[config.mk]
export PLATFORM = sky130hd
export DESIGN_NAME = irq_dest_match
export DESIGN_NICKNAME = d
export VERILOG_FILES = /design/src/rtl/idm_pkg.sv /design/src/rtl/idm_ctrl.sv /design/src/rtl/idm_datapath.sv /design/src/rtl/irq_dest_match.sv
export SDC_FILE = /design/constraint.sdc
export NUM_CORES = 1
export LEC_CHECK = 0
export ABC_CLOCK_PERIOD_IN_PS = 800
export BUFFER_PORTS_ARGS = -buffer_cell sky130_fd_sc_hd__buf_4
export CELL_PAD_IN_SITES_DETAIL_PLACEMENT = 0
export CELL_PAD_IN_SITES_GLOBAL_PLACEMENT = 1
export CORE_UTILIZATION = 17
export CTS_BUF_LIST = sky130_fd_sc_hd__clkbuf_8
export CTS_CLUSTER_DIAMETER = 80
export DETAILED_ROUTE_END_ITERATION = 16
export PLACE_DENSITY_LB_ADDON = 0.1
export SYNTH_ARGS = -nofsm -noshare
export SYNTH_HDL_FRONTEND = slang
export SYNTH_HIERARCHICAL = 1
export SYNTH_SLANG_ARGS = --single-unit
export TNS_END_PERCENT = 50
[constraint.sdc]
create_clock -name clk -period 0.8 [get_ports clk]
set_input_delay 0.08 -clock clk [delete_from_list [all_inputs] [get_ports clk]]
set_output_delay 0.08 -clock clk [all_outputs]
set_load 0.01 [all_outputs]
[src/rtl/idm_pkg.sv]
package idm_pkg;
  // One-hot addressing scheme strobes from control to datapath
  typedef struct packed {
    logic legPhys;
    logic legLog;
    logic extPhys;
    logic extLog;
  } idm_sel_t;
endpackage

[src/rtl/idm_ctrl.sv]
module idm_ctrl
  import idm_pkg::*;
(
  input  logic     msgValid,
  input  logic     destLogical,
  input  logic     extMode,
  output idm_sel_t sel
);
  always_comb begin
    sel         = '0;
    sel.legPhys = msgValid & ~extMode & ~destLogical;
    sel.legLog  = msgValid & ~extMode &  destLogical;
    sel.extPhys = msgValid &  extMode & ~destLogical;
    sel.extLog  = msgValid &  extMode &  destLogical;
  end
endmodule

[src/rtl/idm_datapath.sv]
module idm_datapath
  import idm_pkg::*;
#(
  parameter int LEG_W = 8,
  parameter int EXT_W = 32,
  parameter int CLU_W = 16
) (
  input  logic             clk,
  input  logic             rstN,
  input  idm_sel_t         sel,
  input  logic [EXT_W-1:0] destField,
  input  logic [EXT_W-1:0] selfId,
  input  logic [EXT_W-1:0] logicalReg,
  output logic             acceptOut
);
  localparam int MAP_W = EXT_W - CLU_W;

  logic [LEG_W-1:0] legDest, legId, legLdr;
  logic [MAP_W-1:0] mapDest, mapLdr;
  logic [CLU_W-1:0] cluDest, cluLdr;
  logic legPhysHit, legLogHit, extPhysHit, extLogHit, hitNext;

  assign legDest = destField[LEG_W-1:0];
  assign legId   = selfId[LEG_W-1:0];
  assign legLdr  = logicalReg[LEG_W-1:0];
  assign mapDest = destField[MAP_W-1:0];
  assign mapLdr  = logicalReg[MAP_W-1:0];
  assign cluDest = destField[EXT_W-1:MAP_W];
  assign cluLdr  = logicalReg[EXT_W-1:MAP_W];

  always_comb begin
    legPhysHit = (legDest == legId) || (&legDest);
    legLogHit  = |(legDest & legLdr);
    extPhysHit = (destField == selfId) || (&destField);
    extLogHit  = (cluDest == cluLdr) && (|(mapDest & mapLdr));
    hitNext    = (sel.legPhys & legPhysHit) | (sel.legLog & legLogHit) |
                 (sel.extPhys & extPhysHit) | (sel.extLog & extLogHit);
  end

  always_ff @(posedge clk or negedge rstN) begin
    if (!rstN) acceptOut <= 1'b0;
    else       acceptOut <= hitNext;
  end
endmodule

[src/rtl/irq_dest_match.sv]
module irq_dest_match
  import idm_pkg::*;
#(
  parameter int LEG_W = 8,
  parameter int EXT_W = 32,
  parameter int CLU_W = 16
) (
  input  logic             clk,
  input  logic             rstN,
  input  logic             msgValid,
  input  logic             destLogical,
  input  logic             extMode,
  input  logic [EXT_W-1:0] destField,
  input  logic [EXT_W-1:0] selfId,
  input  logic [EXT_W-1:0] logicalReg,
  output logic             acceptOut
);
  idm_sel_t sel;

  idm_ctrl u_ctrl (
    .msgValid(msgValid), .destLogical(destLogical), .extMode(extMode), .sel(sel)
  );

  idm_datapath #(.LEG_W(LEG_W), .EXT_W(EXT_W), .CLU_W(CLU_W)) u_dp (
    .clk(clk), .rstN(rstN), .sel(sel), .destField(destField),
    .selfId(selfId), .logicalReg(logicalReg), .acceptOut(acceptOut)
  );
endmodule

==> results.toml <==
[run_status]
status = "complete, but fails checks"
violations = "negative setup slack"

[routing]
drc_errors = 0
finalWirelength_um = 3550
wl_per_cell_um = 13.1
first_pass_iters = 4
vias_per_cell = 4.48
first_iter_violations = 23
ant_nets = 0
routed-via-count = 1213

[layout]
top_register = "u_dp/acceptOut"
drive_gt1_share_pct = 59.4
fin_cells = 271
ff_latch_area_um2 = 25.0
num-fill-cells = 470
final_design_area_no_fill_um2 = 1800
diodes = 0
area_delta_synth_final_pct = 134
fin_util_pct = 41.3
final_common_cell = "buf_4"
final_cell_mix = "buf_4 (116), xnor2_1 (43), nand4_1 (18)"
largest_reg_flops = 1
top_regs = "u_dp/acceptOut (1)"
multiInputGateArea_um2 = 781
final_nets = 322

[job]
maxCapViolations = 0

[sta]
post-route-min-period_ns = 1.14
relSlewSlack_pct = 79.1
maxSlewViolCount = 0
setup_viol = 1
max_freq_mhz = 876
finalWorstSetupSlack_ns = -0.342
finalSetupTns_ns = -0.342
worst_pin_slew_ns = 0.311
fin_crit_sh_pct = 143
rsz0062_at_grt = "yes"
hold_viol_final = 0

[die]
coreArea_um2 = 4350
pin_count = 102
die_h_um = 69.2
start_util_pct = 17.6
die_w_um = 69.2
dieArea_um2 = 4780
fp-row-count = 24

[global_route]
overflow = 0
grt_pass1_vias = 1364
grt_max_degree = 4
grt_usage_pct = 14.3
grt_pass1_wl_um = 5740
antenna_found_initial = 0

[clock_network]
post_cts_buffers = 0
clk_pin_slew_ns = 0

[critical_path]
start_kind = "primary input"
worst_ep_required_time_ns = 0.66
cpMaxStageDelayCell = "a22o_1"
path_class = "primary input to register"
crit_fanout = 1
cp_slowest_stage_delay_ns = 0.22
worstSetupEndpointType = "register"
path_cells = "buf_6 > a22o_1 > a221oi_2 > nand4b_1 > a32oi_1 > nand4_1"
cp_data_arrival_time_ns = 1.00

[power_and_ir_drop]
p_leak_uw = 0.000790
power_uw = 943
p_per_area_nw_per_um2 = 525
ir_worst_vdd_mv = 0.182

[yosys]
yosys_register_bits = 1
synthDistinctLibCells = 19
syn_inst = 98
synth_area_leaders = "xnor2_1 (50%), nand4_1 (15%), a22oi_1 (5.9%)"
syn-num-nets = 199
synth_top_cell_by_area = "xnor2_1"
synth-xor-area-share_pct = 54.8
synth_compound_area_share_pct = 10.8
synth_simple_gate_area_share_pct = 31.2
synth_warnings = 6
synthFlopType = "dfrtp_1"
seq_area_frac_synth_pct = 3.26
synth-edff-count = 0
synth_area_um2 = 767
synthMuxAreaShare_pct = 0
synth_adder_area_share_pct = 0
post_synth.cell_area_avg_um2 = 7.83
synth_top_family_by_area = "XOR/XNOR gates"
async_flop_share_pct = 100
synthDominantCellAreaShare_pct = 50.2

[placement]
gp_congestion = 0.921
io_buffers = 101
dpl.hpwl_um = 3300
place_inst = 270
dpl_cell_area_um2 = 1730

[hold_path]
hp-class = "primary input to async pin"
==> synthesized netlist by cell type, types with 2 or more instances <==
master,instances
xnor2_1,44
nand4_1,18
a22oi_1,6
nand3_1,5
xor2_1,4
nor3_1,3
nor4_1,3
and3b_1,2
nand2_1,2
nor2_1,2
==> worst paths after layout <==
path,from,end,slack (ns),depth (start not counted)
max,logicalReg[10],u_dp/acceptOut$_DFF_PN0_,-0.34,6
min,rstN,u_dp/acceptOut$_DFF_PN0_,0.41,2
max in group asynchronous,rstN,u_dp/acceptOut$_DFF_PN0_,0.30,2
min in group clk,logicalReg[13],u_dp/acceptOut$_DFF_PN0_,0.48,5
==> cell type report <==
class                           instances  share of cell area (%)
Timing Repair Buffer                  121                    51.5
Multi-Input combinational cell         97                    43.5
Tap cell                               52                    3.62
Sequential cell                         1                    1.39
==> worst max-delay path: cells and delay by family <==
family	cells	cell delay, ns
simple gates	2	0.23
compound gates	3	0.61
buf+inv	1	0.09
==> logic make-up (layout without fill, tap and decap cells) <==
kind of cell,count (synthesis),in the layout
compound gates,10,10
simple gates,39,39
buf+inv,0,121
xor+xnor,48,48
flops,1,1
==> where the power goes <==
part,switching (uW),internal (uW),total (uW)
Combinational,302,587,889
Clock,0,0,0
Sequential,0.504,53.6,54.1
==> metal layers <==
layer | global-route usage (%) | routed length [um] | vias to the layer above
met4 | 2.04 | 65 | 0
met3 | 0.727 | 191 | 6
met5 | 0 | 0 | -
li1 | - | - | 615
met2 | 29.8 | 1970 | 63
met1 | 15.9 | 1320 | 529
==> through the flow <==
step                      hold slack [ns]  worst slack [ns]
final                               0.414            -0.342
after global routing                0.434            -0.398
after CTS                           0.412            -0.348
after detailed placement           -0.140            -0.369
after global placement             -0.138            -0.355
after floorplan                    -0.216            -0.133
==> timing repair <==
action | 4_1_cts | 5_1_grt
hold buffers | 1 | 0
hold endpoints to repair | 1 | 0
pin swaps | 0 | 2
cloned | 0 | 0
setup endpoints to repair | 1 | 1
gates resized for setup | 5 | 6
(Power assumes the default switching activity.)
